## src/rtl/cs_pkg.sv

```systemverilog
package cs_pkg;

  // one serial CRC-8 step, polynomial x^8+x^4+x^3+x^2+1
  function automatic logic [7:0] crc8_step(input logic [7:0] c, input logic b);
    logic fb;
    fb = c[7] ^ b;
    return {c[6:0], 1'b0} ^ (fb ? 8'h1D : 8'h00);
  endfunction

  // {fmt, fld[4:0]} view from the low 16 status bits and the channel flag
  function automatic logic [5:0] status_view(input logic [15:0] lo, input logic flag);
    logic [4:0] f;
    if (lo[0]) f = {lo[9], lo[1], lo[3], lo[2], flag};
    else       f = {lo[3], lo[2], lo[1], lo[15], (lo[14:8] == 7'd0)};
    return {~lo[0], f};
  endfunction

endpackage

```

## src/rtl/cs_frame_ctr.sv

```systemverilog
module cs_frame_ctr #(
  parameter int N  = 192,
  parameter int CW = $clog2(N + 2)
) (
  input  logic          clk,
  input  logic          rst_n,
  input  logic          stb,
  input  logic          sub,
  input  logic          blk_start,
  output logic [CW-1:0] fpos,
  output logic [CW-1:0] wr_idx,
  output logic          wr_ok,
  output logic          blk_evt,
  output logic          complete,
  output logic          misalign
);
  localparam logic [CW-1:0] NV  = CW'(N);
  localparam logic [CW-1:0] SAT = CW'(N + 1);

  logic seen;

  assign blk_evt  = stb && !sub && blk_start;
  assign complete = blk_evt && seen && (fpos == NV);
  assign misalign = blk_evt && seen && (fpos != NV);
  assign wr_idx   = blk_evt ? '0 : fpos;
  assign wr_ok    = blk_evt || (fpos < NV);

  always_ff @(posedge clk) begin
    if (!rst_n) begin
      fpos <= SAT;
      seen <= 1'b0;
    end else begin
      if (blk_evt) begin
        fpos <= '0;
        seen <= 1'b1;
      end else if (stb && sub && fpos != SAT) begin
        fpos <= fpos + 1'b1;
      end
    end
  end
endmodule

```

## src/rtl/cs_chan_asm.sv

```systemverilog
module cs_chan_asm #(
  parameter int N   = 192,
  parameter bit SUB = 1'b0,
  parameter int CW  = $clog2(N + 2)
) (
  input  logic          clk,
  input  logic          rst_n,
  input  logic          stb,
  input  logic          sub,
  input  logic          c_bit,
  input  logic [CW-1:0] wr_idx,
  input  logic          wr_ok,
  input  logic          complete,
  input  logic          misalign,
  output logic [N-1:0]  blk_q,
  output logic          crc_flag,
  output logic          crc_bad
);
  localparam int SPAN = N - 8;

  logic [N-1:0] sreg;

  function automatic logic [7:0] crc_calc(input logic [SPAN-1:0] d);
    logic [7:0] c;
    c = 8'hFF;
    for (int i = 0; i < SPAN; i++) c = cs_pkg::crc8_step(c, d[i]);
    return c;
  endfunction

  assign crc_bad = sreg[0] && (crc_calc(sreg[SPAN-1:0]) != sreg[N-1:SPAN]);

  always_ff @(posedge clk) begin
    if (!rst_n) begin
      sreg     <= '0;
      blk_q    <= '0;
      crc_flag <= 1'b0;
    end else begin
      if (stb && (sub == SUB) && wr_ok) sreg[wr_idx] <= c_bit;
      if (misalign) begin
        crc_flag <= 1'b1;
      end else if (complete) begin
        blk_q    <= sreg;
        crc_flag <= crc_bad;
      end
    end
  end
endmodule

```

## src/rtl/cs_status_rx.sv

```systemverilog
module cs_status_rx #(
  parameter int BLK_FRAMES = 192
) (
  input  logic       clk,
  input  logic       rst_n,
  input  logic       c_stb,
  input  logic       c_sub,
  input  logic       c_bit,
  input  logic       blk_start,
  input  logic       sel,
  input  logic       ch_sel,
  output logic       fmt_o,
  output logic [4:0] fld_o,
  output logic       crc_err_o
);
  localparam int CW = $clog2(BLK_FRAMES + 2);

  logic [CW-1:0]         fpos, wr_idx;
  logic                  wr_ok, blk_evt, complete, misalign;
  logic [BLK_FRAMES-1:0] blk_q [2];
  logic [1:0]            crc_flag, crc_bad;
  logic [BLK_FRAMES-1:0] blk_q0, blk_q1;
  logic [5:0]            view;

  cs_frame_ctr #(.N(BLK_FRAMES), .CW(CW)) u_ctr (
    .clk(clk), .rst_n(rst_n), .stb(c_stb), .sub(c_sub), .blk_start(blk_start),
    .fpos(fpos), .wr_idx(wr_idx), .wr_ok(wr_ok), .blk_evt(blk_evt),
    .complete(complete), .misalign(misalign)
  );

  for (genvar gi = 0; gi < 2; gi++) begin : g_ch
    cs_chan_asm #(.N(BLK_FRAMES), .SUB(gi == 1), .CW(CW)) u_ch (
      .clk(clk), .rst_n(rst_n), .stb(c_stb), .sub(c_sub), .c_bit(c_bit),
      .wr_idx(wr_idx), .wr_ok(wr_ok), .complete(complete), .misalign(misalign),
      .blk_q(blk_q[gi]), .crc_flag(crc_flag[gi]), .crc_bad(crc_bad[gi])
    );
  end

  assign blk_q0 = blk_q[0];
  assign blk_q1 = blk_q[1];
  assign view   = cs_pkg::status_view(ch_sel ? blk_q1[15:0] : blk_q0[15:0],
                                      crc_flag[ch_sel]);

  always_ff @(posedge clk) begin
    if (!rst_n) begin
      fmt_o     <= 1'b0;
      fld_o     <= '0;
      crc_err_o <= 1'b0;
    end else begin
      crc_err_o <= crc_flag[ch_sel];
      if (sel) {fmt_o, fld_o} <= view;
    end
  end
endmodule

```

## config.mk

```make
export PLATFORM = sky130hd
export DESIGN_NAME = cs_status_rx
export DESIGN_NICKNAME = d
export VERILOG_FILES = /design/src/rtl/cs_pkg.sv /design/src/rtl/cs_frame_ctr.sv /design/src/rtl/cs_chan_asm.sv /design/src/rtl/cs_status_rx.sv
export SDC_FILE = /design/constraint.sdc
export NUM_CORES = 1
export LEC_CHECK = 0
export BUFFER_PORTS_ARGS = -buffer_cell sky130_fd_sc_hd__buf_2
export CAP_MARGIN = 15
export CORE_MARGIN = 4
export CORE_UTILIZATION = 35
export DETAILED_ROUTE_END_ITERATION = 8
export PLACE_DENSITY_LB_ADDON = 0.12
export SETUP_SLACK_MARGIN = 0.3
export SLEW_MARGIN = 20
export SYNTH_ARGS = -nofsm -noshare
export SYNTH_HDL_FRONTEND = slang
export SYNTH_SLANG_ARGS = --single-unit
export TNS_END_PERCENT = 50
```

## constraint.sdc

```tcl
create_clock -name clk -period 14.2 [get_ports clk]
set_input_delay 1.42 -clock clk [delete_from_list [all_inputs] [get_ports clk]]
set_output_delay 1.42 -clock clk [all_outputs]
set_load 0.005 [all_outputs]
```

=== After elaboration in Yosys (flattened, before gate mapping) ===
Index checks and enable logic that the tools add are counted.

* Register bits: 434
* Input port bits: 8
* Output and inout port bits: 7
* Logic and storage cells: 1163

* $add $sub $neg: 1
* $lt $le $gt $ge: 4
* Eq/ne operators: 5
* Multiplexer cells: 383
* Bitwise logic cells: 738
* Reduce and logical (&&, ||, !) cells: 20

{| class="wikitable"
|+ Operators by type and width
! cell !! number
|-
| $xor A8 B8 Y8 || 366
|-
| $mux W5 || 369
|-
| $bwmux W192 || 2
|-
| $xor A1 B1 Y1 || 366
|-
| $mux W8 || 3
|-
| $mux W16 || 1
|-
| $ne A8 B8 Y1 || 2
|-
| $ne A8 B8 Y1 const B || 2
|-
| $not A7 Y7 || 2
|-
| $logic_and A1 B1 Y1 || 13
|-
| $lt A8 B9 Y1 const B || 1
|-
| $add A8 B1 Y8 const B || 1
|-
| $demux W1 S8 || 1
|-
| $eq A8 B8 Y1 const B || 1
|-
| $ge A8 B1 Y1 const B || 1
|-
| $lt A8 B8 Y1 const B || 1
|-
| $logic_not A7 Y1 || 1
|-
| $mux W1 || 7
|-
| $not A1 Y1 || 4
|-
| $reduce_bool A2 Y1 || 2
|-
| $lt A1 B2 Y1 const B || 1
|-
| $reduce_and A2 Y1 || 1
|-
| $reduce_or A2 Y1 || 1
|-
| $logic_not A1 Y1 || 1
|-
| $logic_or A1 B1 Y1 || 1
|}

=== Longest topological paths before layout ===
* Depth after elaboration: 555
* Gate-level depth with buffers: 35
* Depth with buffers taken out: 32

=== By module ===
Synthesis repeated with hierarchy kept, for this count alone.

* Cells, all modules: 5266
* Area total of the unflattened synthesis: 52683.0 um^2

{| class="wikitable"
|+ By module, submodules not included
! module !! instances !! cells each !! area each (um^2) !! seq. area each (um^2)
|-
| cs_chan_asm at g_ch[1].u_ch || 1 || 2593 || 25868.6 || 7707.4
|-
| cs_chan_asm at g_ch[0].u_ch || 1 || 2552 || 25761.0 || 7707.4
|-
| cs_frame_ctr || 1 || 75 || 604.3 || 180.2
|-
| cs_status_rx || 1 || 46 || 449.2 || 140.1
|}

=== Worst setup path after synthesis ===
No wires, ideal clock.

* Path kind: register -> register
* Start point: register g_ch[0].u_ch.sreg[2]
* End point: register g_ch[0].u_ch.crc_flag
* Setup time: 0.134 ns
* Arrival: 11.678 ns
* Required time: 14.066 ns
* Path slack: 2.389 ns
* Cell stages (with the launch flop): 34
* Period minus slack after synthesis: 11.811 ns
* Cell sequence: dfxtp_1 > buf_4 > xnor3_2 > xnor2_2 > xor3_2 > xnor3_1 > xor3_2 > xnor3_1 > xor3_1 > xnor3_2 > xor2_2 > xnor3_2 > xnor3_2 > xnor3_2 > xnor3_2 > xnor3_1 > xor3_1 > xnor3_2 > xnor3_1 > xnor3_2 > xor3_2 > xor2_4 > xnor3_1 > xnor3_1 > xnor2_2 > xnor3_1 > xnor2_2 > xnor2_4 > xnor2_2 > xnor3_1 > xnor2_1 > or3_1 > nand2_1 > a41oi_1

* Cells in the longest elaborated chain, start to end: 278
* Elaborated cells between the ends (all ways): 542
* Those cells by class: eq/ne (1); mux (180); bitwise (360); reduce/logical (1)

{| class="wikitable"
|+ Ends and longest elaborated chain
! item !! RTL line !! text
|-
| from (decl) || cs_chan_asm.sv:21 || <nowiki>logic [N-1:0] sreg;</nowiki>
|-
| from (signal, indexed assignment) || cs_chan_asm.sv:38 || <nowiki>if (stb && (sub == SUB) && wr_ok) sreg[wr_idx] <= c_bit;</nowiki>
|-
| $xor A1 B1 Y1 (*) || cs_pkg.sv:6 || <nowiki>fb = c[7] ^ b;</nowiki>
|-
| $mux W5 (*) || cs_pkg.sv:7 || <nowiki>return {c[6:0], 1'b0} ^ (fb ? 8'h1D : 8'h00);</nowiki>
|-
| $xor A8 B8 Y8 (*) (4 in series) || cs_pkg.sv:7 ||
|-
| $xor A1 B1 Y1 or $xor A8 B8 Y8 (tied branches) || cs_pkg.sv:6, cs_pkg.sv:7 ||
|-
| $mux W5 or $xor A1 B1 Y1 (tied branches) || cs_pkg.sv:7, cs_pkg.sv:6 ||
|-
| $xor A8 B8 Y8 (*) (4 in series) || cs_pkg.sv:7 ||
|-
| $xor A1 B1 Y1 or $xor A8 B8 Y8 (tied branches) || cs_pkg.sv:6, cs_pkg.sv:7 ||
|-
| $mux W5 or $xor A1 B1 Y1 (tied branches) || cs_pkg.sv:7, cs_pkg.sv:6 ||
|-
| [252 not listed] || n/a ||
|-
| $xor A8 B8 Y8 (*) (5 in series) || cs_pkg.sv:7 ||
|-
| $xor A1 B1 Y1 or $mux W5 (tied branches) || cs_pkg.sv:6, cs_pkg.sv:7 ||
|-
| $mux W5 or $xor A8 B8 Y8 (tied branches) || cs_pkg.sv:7 ||
|-
| $xor A8 B8 Y8 (*) || cs_pkg.sv:7 ||
|-
| $ne A8 B8 Y1 (*) || cs_chan_asm.sv:30 || <nowiki>assign crc_bad = sreg[0] && (crc_calc(sreg[SPAN-1:0]) != sreg[N-1:SPAN]);</nowiki>
|-
| $logic_and A1 B1 Y1 (*) || cs_chan_asm.sv:30 ||
|-
| $mux W1 (*) || cs_chan_asm.sv:41 || <nowiki>end else if (complete) begin</nowiki>
|-
| $mux W1 (*) || cs_chan_asm.sv:39 || <nowiki>if (misalign) begin</nowiki>
|-
| to (signal assigned) || cs_chan_asm.sv:43 || <nowiki>crc_flag <= crc_bad;</nowiki>
|-
| to (decl) || cs_chan_asm.sv:16 || <nowiki>output logic crc_flag,</nowiki>
|}

Every way passes the cells marked *; elsewhere a longest branch is shown, timed or not. The select of a mux whose other input is x is not followed.
A chain may end at the register's enable or synchronous reset.

=== Worst setup path after layout ===
* Start point: register g_ch[1].u_ch.sreg[3]
* End point: register g_ch[1].u_ch.crc_flag

* Cells in the longest elaborated chain, start to end: 277
* Elaborated cells between the ends (all ways): 539
* Those cells by class: eq/ne (1); mux (179); bitwise (358); reduce/logical (1)

{| class="wikitable"
|+ Ends and longest elaborated chain
! item !! RTL line
|-
| from (decl) || cs_chan_asm.sv:21
|-
| from (signal, indexed assignment) || cs_chan_asm.sv:38
|-
| $xor A1 B1 Y1 (*) || cs_pkg.sv:6
|-
| $mux W5 (*) || cs_pkg.sv:7
|-
| $xor A8 B8 Y8 (*) (4 in series) || cs_pkg.sv:7
|-
| $xor A1 B1 Y1 || cs_pkg.sv:6
|-
| $mux W5 || cs_pkg.sv:7
|-
| $xor A8 B8 Y8 (*) (4 in series) || cs_pkg.sv:7
|-
| $xor A1 B1 Y1 || cs_pkg.sv:6
|-
| $mux W5 || cs_pkg.sv:7
|-
| [252 not listed] || n/a
|-
| $xor A8 B8 Y8 (*) (4 in series) || cs_pkg.sv:7
|-
| $xor A1 B1 Y1 || cs_pkg.sv:6
|-
| $mux W5 || cs_pkg.sv:7
|-
| $xor A8 B8 Y8 (*) || cs_pkg.sv:7
|-
| $ne A8 B8 Y1 (*) || cs_chan_asm.sv:30
|-
| $logic_and A1 B1 Y1 (*) || cs_chan_asm.sv:30
|-
| $mux W1 (*) || cs_chan_asm.sv:41
|-
| $mux W1 (*) || cs_chan_asm.sv:39
|-
| to (signal assigned) || cs_chan_asm.sv:43
|-
| to (decl) || cs_chan_asm.sv:16
|}

Marked as above.

==> flow_metrics.tcl <==
set metrics [dict create \
    ant_nets 0 \
    num_rows 117 \
    grt-ovfl-total 0 \
    wire_per_inst_um 24.2 \
    fill_cells 10100 \
    wirelength_um 117000 \
    cts_tree "yes" \
    yosys.area.top_type "xnor3_1" \
    synth_warnings 0 \
    synth_async_sr_flop_share_pct 0 \
    cts_buffers 51 \
    timing.critical_path.buf_inv 0 \
    dp_slack_ns 0.368 \
    finalClockSkew_ns 0.0271 \
    cts_setup_buffers 0 \
    fp.coreArea_sq_mm 0.102 \
    fin_ws_ns 0.872 \
    grt_max_degree 149 \
    worstMarginPinSlew_ns 1.13 \
    layout.cells.non_filler 4824 \
    rsz0062_at_grt "no" \
    crit_type "reg -> reg" \
    synth_area_leaders "xnor3_1 (24%), dfxtp_1 (24%), xnor2_1 (15%)" \
    path_clk_slew_ns 0.06 \
    synth.top_cell.area_share_pct 24.0 \
    worstSetupStartpointType "flop" \
    cp_max_fo 7 \
    timing.fmax_mhz 75.0 \
    clock_sinks 426 \
    drc_errors 0 \
    die_area_sq_mm 0.108 \
    slowest_stage "xnor3_2" \
    grt_first_pass_wirelength_um 171000 \
    start_util_pct 35.3 \
    path_delay_family "XOR/XNOR gates" \
    place.gp.congestion 0.815 \
    place_inst 4732 \
    cpMostUsedCell "xnor3_1" \
    cts_hold_buf 0 \
    yosys_register_bits 426 \
    finalHoldViolCount 0 \
    die_h_um 328 \
    max-cap-violations 0 \
    tns_ns 0 \
    die_x_um 328 \
    cp.required_ns 14.67 \
    status "complete, no violations" \
    vias 24300 \
    setup_viol 0 \
    synthDistinctLibCells 45 \
    grt_pass1_vias 24400 \
    ys.flop_type "dfxtp_1" \
    root_buffer "clkbuf_16" \
    nNetsFinal 3428 \
    via_per_inst 5.05 \
    netlist_instances 3494 \
    layout-drive-gt1-share_pct 8.48 \
    synth_nets 3505 \
    layout-area-overhead-vs-synth_pct 9.27 \
    end_kind "flop" \
    grt_util_all_layers_pct 21.3 \
    hpwl_um 83100 \
    ys_seq_area_share_pct 23.8 \
    report.final.slew_viol_count 0 \
    critPathMaxStageDelay_ns 0.59 \
    seq_area_sq_mm 0.00853 \
    slew_headroom_pct 24.2 \
    synth_area_sq_mm 0.0359 \
    clock_latency_ns 0.61 \
    arrival_ns 13.80 \
    io_pins 15 \
    antenna_found_initial 2 \
    multi_input_area_sq_mm 0.0268 \
    holdWs_ns 0.457 \
    firstDrtPassIters 8 \
    avgSynthCellArea_sq_um 10.3 \
    min_period_over_period_pct 93.9 \
    min_path_type "reg -> reg" \
    synth_edf_count 0 \
    clockBufferDepth 3 \
    io_buffers 14 \
    ctsHtreeMaxLevel 2 \
    finalCriticalPeriod_ns 13.33 \
    drt_iter0_drc 2062 \
]
-- worst register-to-register path: cells and delay by family (launching register included) --
family	cells	cell delay, ns
XOR/XNOR	29	11.83
AO/OA/AOI/OAI	2	0.68
flip-flops	1	0.57
multiplexers	1	0.11
-- synthesized netlist by cell type (2+ instances only) --
| master | n |
|---|---|
| xor2_1 | 229 |
| xor2_2 | 18 |
| xor2_4 | 2 |
| ha_1 | 3 |
| inv_1 | 4 |
| nor2b_1 | 15 |
| buf_1 | 4 |
| nor4_1 | 4 |
| clkbuf_1 | 187 |
| a21oi_1 | 396 |
| or3_1 | 2 |
| buf_4 | 3 |
| mux2i_1 | 17 |
| dfxtp_1 | 426 |
| xnor2_2 | 47 |
| xnor3_2 | 31 |
| xnor2_4 | 8 |
| nand3b_1 | 5 |
| nand2b_1 | 2 |
| a211oi_1 | 4 |
| nor3_1 | 9 |
| nand3_1 | 13 |
| a21boi_0 | 24 |
| xnor2_1 | 599 |
| o21ai_0 | 391 |
| nor3b_1 | 4 |
| nor2_1 | 453 |
| and2_1 | 4 |
| nand2_1 | 116 |
| xor3_1 | 62 |
| nand4_1 | 2 |
| xnor3_1 | 383 |
| buf_2 | 7 |
| xor3_2 | 9 |
-- repair_timing --
action,in CTS,in global routing
setup endpoints to repair,0,1
endpoints found under the hold margin,0,0
resized for setup,0,5
-- layout by cell type, fill, tap and decap left out, drive strengths merged, types with 9 or more instances in the layout --
master	count
mux2i	17
a21boi	24
xnor3	414
nor3	9
xor3	71
xor2	249
nand2	116
a21oi	396
nor2	453
xnor2	654
nand3	13
buf	71
nor2b	15
clkbuf	79
o21ai	391
dfxtp	426
-- stage by stage --
| step | utilization [%] | instance area (sq um) |
|---|---|---|
| final | 38.6 | 39200 |
| after global routing | 38.6 | 39200 |
| after CTS | 38.5 | 39200 |
| after detailed placement | 36.9 | 37500 |
| after global placement | 36.8 | 37500 |
| after floorplan | - | 35900 |
-- layout make-up --
class / instances / area share [%]
diodes: 1 / 0.00638
clock buffers: 79 / 3.86
clock inverters: 12 / 0.344
inverters: 4 / 0.0383
multi-input cells: 2863 / 68.3
flip-flops and latches: 426 / 21.7
well taps: 1368 / 4.36
repair buffers: 71 / 1.40
-- metal layers --
layer  wire [um]  track usage [%]  up-vias
li1            -                -    11600
met1       54200             30.1    12000
met2       55000             35.5      576
met3        5190             2.43      117
met4        2200             3.98        0
met5           0                0        -
-- path summary, 6_finish.rpt --
path                                                          start                                  end  slack (ns)  depth (start not counted)
worst max register to register    g_ch[1].u_ch.sreg[3]$_SDFFE_PN0P_   g_ch[1].u_ch.crc_flag$_SDFFE_PN0P_        0.87                         32
worst min-delay path            g_ch[0].u_ch.blk_q[15]$_SDFFE_PN0P_  g_ch[0].u_ch.blk_q[15]$_SDFFE_PN0P_        0.46                          2
worst min register to register  g_ch[0].u_ch.blk_q[15]$_SDFFE_PN0P_  g_ch[0].u_ch.blk_q[15]$_SDFFE_PN0P_        0.46                          2
worst max-delay path              g_ch[1].u_ch.sreg[3]$_SDFFE_PN0P_   g_ch[1].u_ch.crc_flag$_SDFFE_PN0P_        0.87                         32
-- flip-flops by register name, indices dropped and copies added, names as in the netlist --
signal / count
fld_o: 5
u_ctr.fpos: 8
g_ch.u_ch.sreg: 384
g_ch.u_ch.blk_q: 24
g_ch.u_ch.crc_flag: 2
crc_err_o: 1
fmt_o: 1
u_ctr.seen: 1
-- cells by family (layout without fill, tap and decap cells) --
| logic type | count (synthesis) | count (layout) | synth area share [%] |
|---|---|---|---|
| flip-flops | 426 | 426 | 23.8 |
| other | 0 | 1 | 0 |
| multiplexers | 17 | 17 | 0.474 |
| AND/OR/NAND/NOR | 634 | 634 | 7.05 |
| AO/OA/AOI/OAI | 821 | 821 | 11.7 |
| buffers and inverters | 205 | 166 | 2.20 |
| adder cells (fa/ha/maj) | 3 | 3 | 0.105 |
| XOR/XNOR | 1388 | 1388 | 54.7 |
Power is not shown: default switching activity piles up to over one toggle a cycle in this logic, so the estimate is an artifact.
